`src/rtl/bus_break_pkg.sv`:
```
package bus_break_pkg;

  typedef enum logic [1:0] {
    MODE_OFF  = 2'b00,
    MODE_NMI  = 2'b01,
    MODE_STEP = 2'b10,
    MODE_RSV  = 2'b11
  } bpMode_e;

  // strobes handed from the datapath to the control
  typedef struct packed {
    logic hit;
    logic modeNmi;
    logic modeStep;
  } bpStrobe_t;

endpackage

```
`src/rtl/bus_break_regs.sv`:
```
module bus_break_regs
  import bus_break_pkg::*;
#(
  parameter int ADDR_W = 16,
  parameter int NIB_W = 4,
  parameter logic [ADDR_W-1:0] DEF_ADDR = 16'h05E2,
  localparam int NIBS = ADDR_W / NIB_W,
  localparam int SEL_W = $clog2(NIBS + 1)
) (
  input  logic              clk,
  input  logic              porRst_n,
  input  logic [ADDR_W-1:0] cpuAddr,
  input  logic              memReq,
  input  logic              ioReq,
  input  logic              rdStb,
  input  logic              wrStb,
  input  logic              cfgWe,
  input  logic [SEL_W-1:0]  cfgSel,
  input  logic [NIB_W-1:0]  cfgData,
  output bpStrobe_t         strb
);

  localparam logic [SEL_W-1:0] MODE_SEL = SEL_W'(NIBS);

  logic [ADDR_W-1:0] bpAddr;
  bpMode_e modeQ;

  for (genvar g = 0; g < NIBS; g++) begin : g_nib
    logic [NIB_W-1:0] nibQ;
    always_ff @(posedge clk or negedge porRst_n) begin
      if (!porRst_n) nibQ <= DEF_ADDR[g*NIB_W +: NIB_W];
      else if (cfgWe && cfgSel == SEL_W'(g)) nibQ <= cfgData;
    end
    assign bpAddr[g*NIB_W +: NIB_W] = nibQ;
  end

  always_ff @(posedge clk or negedge porRst_n) begin
    if (!porRst_n) modeQ <= MODE_OFF;
    else if (cfgWe && cfgSel == MODE_SEL) modeQ <= bpMode_e'(cfgData[1:0]);
  end

  logic memAccess;
  assign memAccess = memReq && !ioReq && (rdStb || wrStb);

  always_comb begin
    strb.hit      = memAccess && (cpuAddr == bpAddr);
    strb.modeNmi  = (modeQ == MODE_NMI);
    strb.modeStep = (modeQ == MODE_STEP);
  end

  // a mode write lands in the next cycle
  p_mode_load_r2: assert property (@(posedge clk) disable iff (!porRst_n)
    (cfgWe && cfgSel == MODE_SEL) |=> (modeQ == bpMode_e'($past(cfgData[1:0]))));

endmodule

```
`src/rtl/bus_break_ctrl.sv`:
```
module bus_break_ctrl
  import bus_break_pkg::*;
(
  input  logic      clk,
  input  logic      rst_n,
  input  logic      memReq,
  input  logic      stepPulse,
  input  bpStrobe_t strb,
  output logic      nmiReq,
  output logic      waitReq
);

  logic armedQ;
  logic holdQ;
  logic bpEvent;

  assign bpEvent = strb.hit && armedQ;
  assign waitReq = holdQ;

  always_ff @(posedge clk or negedge rst_n) begin
    if (!rst_n) begin
      armedQ <= 1'b1;
      nmiReq <= 1'b0;
      holdQ  <= 1'b0;
    end else begin
      if (bpEvent) armedQ <= 1'b0;
      else if (!memReq) armedQ <= 1'b1;
      nmiReq <= bpEvent && strb.modeNmi;
      if (bpEvent && strb.modeStep) holdQ <= 1'b1;
      else if (stepPulse) holdQ <= 1'b0;
    end
  end

  // the interrupt request lasts a single cycle
  p_nmi_one_cycle_r5: assert property (@(posedge clk) disable iff (!rst_n)
    nmiReq |=> !nmiReq);

  // wait stays until a step arrives
  p_wait_holds_r7: assert property (@(posedge clk) disable iff (!rst_n)
    (waitReq && !stepPulse) |=> waitReq);

  // a step without a competing match releases the wait
  p_wait_release_r7: assert property (@(posedge clk) disable iff (!rst_n)
    (waitReq && stepPulse && !strb.hit) |=> !waitReq);

  // the two reactions never start together
  p_one_reaction_r8: assert property (@(posedge clk) disable iff (!rst_n)
    nmiReq |-> !$rose(waitReq));

endmodule

```
`src/rtl/bus_break_unit.sv`:
```
module bus_break_unit
  import bus_break_pkg::*;
#(
  parameter int ADDR_W = 16,
  parameter int NIB_W = 4,
  parameter logic [ADDR_W-1:0] DEF_ADDR = 16'h05E2,
  localparam int NIBS = ADDR_W / NIB_W,
  localparam int SEL_W = $clog2(NIBS + 1)
) (
  input  logic              clk,
  input  logic              porRst_n,
  input  logic              rst_n,
  input  logic [ADDR_W-1:0] cpuAddr,
  input  logic              memReq,
  input  logic              ioReq,
  input  logic              rdStb,
  input  logic              wrStb,
  input  logic              cfgWe,
  input  logic [SEL_W-1:0]  cfgSel,
  input  logic [NIB_W-1:0]  cfgData,
  input  logic              stepPulse,
  output logic              nmiReq,
  output logic              waitReq
);

  bpStrobe_t strb;

  bus_break_regs #(.ADDR_W(ADDR_W), .NIB_W(NIB_W), .DEF_ADDR(DEF_ADDR)) u_regs (
    .clk(clk), .porRst_n(porRst_n), .cpuAddr(cpuAddr), .memReq(memReq),
    .ioReq(ioReq), .rdStb(rdStb), .wrStb(wrStb), .cfgWe(cfgWe),
    .cfgSel(cfgSel), .cfgData(cfgData), .strb(strb)
  );

  bus_break_ctrl u_ctrl (
    .clk(clk), .rst_n(rst_n), .memReq(memReq), .stepPulse(stepPulse),
    .strb(strb), .nmiReq(nmiReq), .waitReq(waitReq)
  );

  // an interrupt request only follows a memory (non-I/O) cycle
  p_io_quiet_r4: assert property (@(posedge clk) disable iff (!rst_n)
    $rose(nmiReq) |-> $past(memReq && !ioReq));

endmodule

```
`config.mk`:
```
export PLATFORM = sky130hd
export DESIGN_NAME = bus_break_unit
export DESIGN_NICKNAME = d
export VERILOG_FILES = /design/src/rtl/bus_break_pkg.sv /design/src/rtl/bus_break_regs.sv /design/src/rtl/bus_break_ctrl.sv /design/src/rtl/bus_break_unit.sv
export SDC_FILE = /design/constraint.sdc
export NUM_CORES = 1
export LEC_CHECK = 0
export ABC_AREA = 1
export CAP_MARGIN = 20
export CORE_UTILIZATION = 43
export CTS_CLUSTER_SIZE = 12
export DETAILED_ROUTE_END_ITERATION = 8
export GPL_TIMING_DRIVEN = 1
export PLACE_DENSITY = 0.84
export RECOVER_POWER = 50
export SLEW_MARGIN = 25
export SYNTH_ARGS = -nofsm -noshare
export SYNTH_HDL_FRONTEND = slang
export SYNTH_SLANG_ARGS = --single-unit
```
`constraint.sdc`:
```
create_clock -name clk -period 1.1 [get_ports clk]
set_input_delay 0.165 -clock clk [delete_from_list [all_inputs] [get_ports clk]]
set_output_delay 0.165 -clock clk [all_outputs]
set_load 0.01 [all_outputs]
```
==> results of run 1 <==
what timing repair did:
| item | CTS | global route |
|---|---|---|
| endpoints found under the setup margin | 5 | 5 |
| endpoints found under the hold margin | 0 | 0 |
| setup buffers | 1 | 2 |
| pin swaps | 3 | 12 |
| resized for setup | 6 | 10 |
cells by family after synthesis:
family	after synthesis	share of synthesized area [%]
XOR/XNOR	4	3.84
AND/OR/NAND/NOR	111	38.1
AO/OA/AOI/OAI	19	7.29
flip-flops	21	41.0
buffers and inverters	34	9.79
layout make-up:
type,instances,area [sq um]
fillers,250,1050
clock buffers,4,26.3
flip-flops and latches,21,534
inverters,34,128
repair buffers,40,369
multi-input cells,134,659
well taps,31,38.8
worst max-delay path, stage by stage (launching register included):
cell and delay [ps]:
dfstp_2 570, xnor2_2 120, nand2_1 80, nor2_2 90
nand3_2 100, nor3_2 160
per-layer routing:
layer	up-vias	wire length, um	global-route usage (%)
li1	661	-	-
met4	0	24	5.23
met5	-	0	0
met1	518	1270	25.1
met3	4	94	2.04
met2	25	1230	29.6
per-stage QoR:
stage	TNS, ps	hold slack [ps]	power, mW
after CTS	-161	30.6	2.08
after global placement	-3640	358	1.69
after global routing	-1590	86.4	2.27
after floorplan	0	-131	1.43
final	-232	106	2.08
after detailed placement	-4010	359	1.71
final timing paths:
kind	slack (ps)	cells after the start	startpoint	end
worst max-delay path	-90	5	u_regs.g_nib[1].nibQ[3]	u_ctrl.nmiReq
worst min-delay path	110	1	rst_n	u_ctrl.waitReq
worst max register to register	-90	5	u_regs.g_nib[1].nibQ[3]	u_ctrl.nmiReq
worst min register to register	510	2	u_regs.g_nib[2].nibQ[2]	u_regs.g_nib[2].nibQ[2]
max in group asynchronous	80	2	porRst_n	u_regs.g_nib[0].nibQ[0]
min in group clk	450	4	stepPulse	u_ctrl.waitReq
power breakdown:
| part | switching [mW] | total (mW) | internal, mW | leakage, nW |
|---|---|---|---|---|
| Clock | 0.209 | 0.349 | 0.141 | 0.0150 |
| Combinational | 0.347 | 0.691 | 0.345 | 0.635 |
| Sequential | 0.111 | 1.04 | 0.927 | 0.252 |
| Total | 0.666 | 2.08 | 1.41 | 0.902 |
layout by cell type (no fill, tap or decap), types with 3 or more instances in the layout:
master	instances
clkdlybuf4s50_1	30
dfrtp_1	14
o21ai_1	13
o21ai_0	6
nand3_1	3
nand2_2	6
inv_2	6
buf_4	6
nor2_1	20
nand2_1	63
inv_1	28
nand3_2	3
nor2_2	8
dfstp_2	7
clkbuf_4	3
state kept, by name, indices dropped and copies added (netlist names):
signal	count
u_ctrl.nmiReq	1
u_ctrl.armedQ	1
u_ctrl.waitReq	1
u_regs.modeQ	2
u_regs.g_nib.nibQ	16
==> impl_metrics.toml, run 1 <==
[placed_design]
place_inst = 257
dpl.hpwl_um = 2130
numPortBuffers = 33
place.gp.congestion = 0.823
place_ws_ps = -253
placed_cell_area_sq_um = 1720

[yosys]
synthCells = 189
synthFlopType = "dfrtp_1"
synth.most_common_cell = "nand2_1"
synth_largest_area_cell = "dfrtp_1"
synth_top_area_share_pct = 26.9
netlist_area_sq_um = 1300
synth_common_cells = "nand2_1, inv_1, nor2_1"
syn_area_per_cell_sq_um = 6.90
synthTopCellsByArea = "dfrtp_1, nand2_1, dfstp_2"
yosysWarnings = 0
synth_seq_cells = 21
synth.yosys.seq_area_share_pct = 41.0
synth-edff-count = 0
async_flop_share_pct = 100
syn_nets = 221
synth_cell_types = 21

[power_and_ir_drop]
ir_worst_vdd_v = 0.000759
leakage_nw = 0.902
power_density_nw_per_um2 = 1180

[sta]
finalMaxSlewViolations = 0
hold_violations = 0
max-slew-margin-rel_pct = 37.4
fmax_mhz = 841
tightest_slew_ps = 940
rsz0062_at_grt = "yes"
setup_violations = 3
finClkSkew_ps = 6.54
fin_crit_ps = 1190
period_share_pct = 108
setup_slack_ps = -89.3

[global_route]
grt_pass1_wl_um = 4570
gr-usage-all-layers_pct = 18.0
overflow = 0
grt_pass1_vias = 1085
grt_antenna_before_repair = 0
grt_max_degree = 19

[final_layout]
final_util_pct = 62.6
design_area_sq_um = 1760
instances_no_fill = 264
area_growth_pct = 34.6
drive_gt1_share_pct = 20.2
antennaDiodeCount = 0
nets = 266

[detailed_routing]
vias = 1208
drt_iter0_drc = 41
drt_first_pass_iters = 6
vias_per_cell = 4.58
ant_nets = 0
wl_um = 2620
drc_errors = 4
wl_per_cell_um = 9.92

[worst_setup_path]
cp_data_required_time_ps = 1320
crit_path_end_kind = "flip-flop"
cp-start-kind = "flip-flop"
arrival_ps = 1410
crit_type = "flip-flop to flip-flop"
cp_max_fo = 2

[cts]
cts_tree = "built"
clk_pin_slew_ps = 110
cts_inserted_buffers = 3
clock-sinks = 21
htree_levels = 1
clock_latency_ps = 290
cts_root_buf = "clkbuf_4"
clockBufferDepth = 2
cts_hold_buf = 0

[floorplanning]
die-area_sq_um = 3260
core_sq_um = 2810
die_h_um = 57.1
initial_utilization_pct = 46.5
die_x_um = 57.1
io_pins = 34
rows = 19

[outcome]
status = "complete, but fails checks"
violations = "DRC, setup timing"

[flow_run]
drv_cap = 0

[worst_hold_path]
hold_class = "primary input to asynchronous set/reset pin"
Power figures use the tool's default switching activity.
==> inputs of run 2 (changes only) <==
--- a/config.mk
+++ b/config.mk
@@ -7,6 +7,7 @@
 export LEC_CHECK = 0
 export ABC_AREA = 1
 export CAP_MARGIN = 20
+export CORE_ASPECT_RATIO = 0.5
 export CORE_UTILIZATION = 43
 export CTS_CLUSTER_SIZE = 12
 export DETAILED_ROUTE_END_ITERATION = 8
==> run 2 against run 1 <==
Wire length up 17%. Clock-buffer cell count shrank 1. Maximum frequency decreased by 1.7%. Largest cell class unchanged. Highest routed layer unchanged. The flow finishes with violations (setup timing). Cell count is 2.3% higher. Sequential power hardly changed. Power rose by 10%. Worst setup slack worse by 21 ps. Design area grew 4.6%. Sequential cell count unchanged.
==> impl_metrics.toml, run 2 (synthesis results as in run 1) <==
[final_layout]
fillers = 234
multiInputGateArea_sq_um = 692
reg_top3 = "u_regs.g_nib.nibQ: 16 flops, u_regs.modeQ: 2 flops"
top_register = "u_regs.g_nib.nibQ"
antennaDiodeCount = 0
layout_common_cells = "nand2_1, inv_1, clkdlybuf4s50_1, nor2_1"
area_growth_pct = 40.9
nets = 266
seq_area_sq_um = 534
largest_reg_flops = 16
drive_gt1_share_pct = 20.2
layout_commonest_cell = "nand2_1"

[cts]
htree_levels = 1
cts_tree = "built"
clock-sinks = 21
clock_latency_ps = 270
postCtsSetupRepairBufs = 0
cts_inserted_buffers = 3
clockBufferDepth = 2
clk_pin_slew_ps = 80
cts_root_buf = "clkbuf_8"
cts_hold_buf = 0

[global_route]
grt_max_degree = 19
grt_pass1_wl_um = 4820
grt_antenna_before_repair = 0
grt_pass1_vias = 1082
gr-usage-all-layers_pct = 20.9
overflow = 0

[detailed_routing]
vias = 1236
vias_per_cell = 4.58
drc_errors = 0
wl_um = 3060
ant_nets = 0
drt_iter0_drc = 41
drt_first_pass_iters = 4
wl_per_cell_um = 11.3

[worst_setup_path]
arrival_ps = 1420
crit_type = "flip-flop to flip-flop"
reg2regPathDepth = 8
cp_data_required_time_ps = 1310
cp-start-kind = "flip-flop"
crit_path_end_kind = "flip-flop"
cp_max_fo = 3

[power_and_ir_drop]
ir_worst_vdd_v = 0.000833
leakage_nw = 0.973
power_density_nw_per_um2 = 1250
finalPower_mw = 2.29

[floorplanning]
die_x_um = 79.9
core_sq_um = 2730
die_h_um = 40.9
rows = 13
initial_utilization_pct = 47.7
die-area_sq_um = 3270
io_pins = 34

[sta]
max-slew-margin-rel_pct = 71.5
finClkSkew_ps = 3.94
setup_slack_ps = -111
fin_crit_ps = 1210
finalSetupTns_ps = -252
tightest_slew_ps = 428
period_share_pct = 110
rsz0062_at_grt = "yes"
finalMaxSlewViolations = 0
fmax_mhz = 826
setup_violations = 3
hold_violations = 0

[placed_design]
numPortBuffers = 33
dpl.hpwl_um = 2410
place.gp.congestion = 0.857

[worst_hold_path]
hold_class = "primary input to asynchronous set/reset pin"

[flow_run]
drv_cap = 0

[outcome]
violations = "setup timing"
status = "complete, but fails checks"
-- run 2: changes by cell type in the layout (fill, tap and decap cells not counted), moves of 2 or more --
cell	before	now
clkbuf_1	2	0
clkbuf_4	3	0
clkbuf_8	0	3
clkdlybuf4s15_1	0	2
clkdlybuf4s50_1	30	26
dlymetal6s2s_1	0	3
nand3b_2	2	0
nand3b_4	0	2
-- run 2: metal layers --
metal	vias to the layer above	track usage (%)	part of all wire, %
li1	663	-	-
met1	538	27.2	48
met2	32	36.1	45
met3	3	4.67	6.5
met4	0	6.70	0.69
met5	-	0	0
-- run 2: path summary, 6_finish.rpt --
check                           slack [ps]                    start                      end
worst max-delay path                  -110  u_regs.g_nib[2].nibQ[2]           u_ctrl.waitReq
worst min-delay path                   140                    rst_n           u_ctrl.waitReq
min in group clk                       290                    cfgWe          u_regs.modeQ[1]
worst min register to register         480           u_ctrl.waitReq           u_ctrl.waitReq
worst max register to register        -110  u_regs.g_nib[2].nibQ[2]           u_ctrl.waitReq
max in group asynchronous              420                 porRst_n  u_regs.g_nib[1].nibQ[1]
-- run 2: where the power goes --
part | switching [mW] | leakage, nW | internal, mW
Combinational | 0.350 | 0.699 | 0.345
Sequential | 0.136 | 0.252 | 0.928
Clock | 0.271 | 0.0217 | 0.257
Total | 0.758 | 0.973 | 1.53
-- run 2: worst max-delay path: stages (launching register included) --
cell and delay [ps]:
dfstp_2 560, nand2_1 50, inv_1 60, nor2_1 40
nor2_1 90, nand2_1 80, nor2_2 100, nand4_1 80
nand2_1 70
-- run 2: cell type report --
type	count	share of cell area (%)
Timing Repair Buffer	40	21.1
Clock buffer	3	2.25
Inverter	34	6.95
Tap cell	37	2.52
Multi-Input combinational cell	134	37.7
Sequential cell	21	29.1
Clock inverter	1	0.409
-- run 2: stage by stage --
| step | std cells | hold slack [ps] | cell area, sq um | setup slack (ps) | utilization (%) |
|---|---|---|---|---|---|
| 2_1_floorplan | 189 | -131 | 1300 | 14.2 | - |
| 3_3_place_gp | 266 | 359 | 1730 | -225 | 63.4 |
| 3_5_place_dp | 266 | 358 | 1730 | -276 | 63.4 |
| 4_1_cts | 270 | 68.2 | 1780 | -90.4 | 65.2 |
| 5_1_grt | 270 | 146 | 1840 | -181 | 67.2 |
| 6_report | 270 | 138 | 1840 | -111 | 67.2 |
-- run 2: timing repair --
item                       CTS  global route
setup endpoints to repair    5            10
pin swaps                    3            10
gates resized for setup      4            18
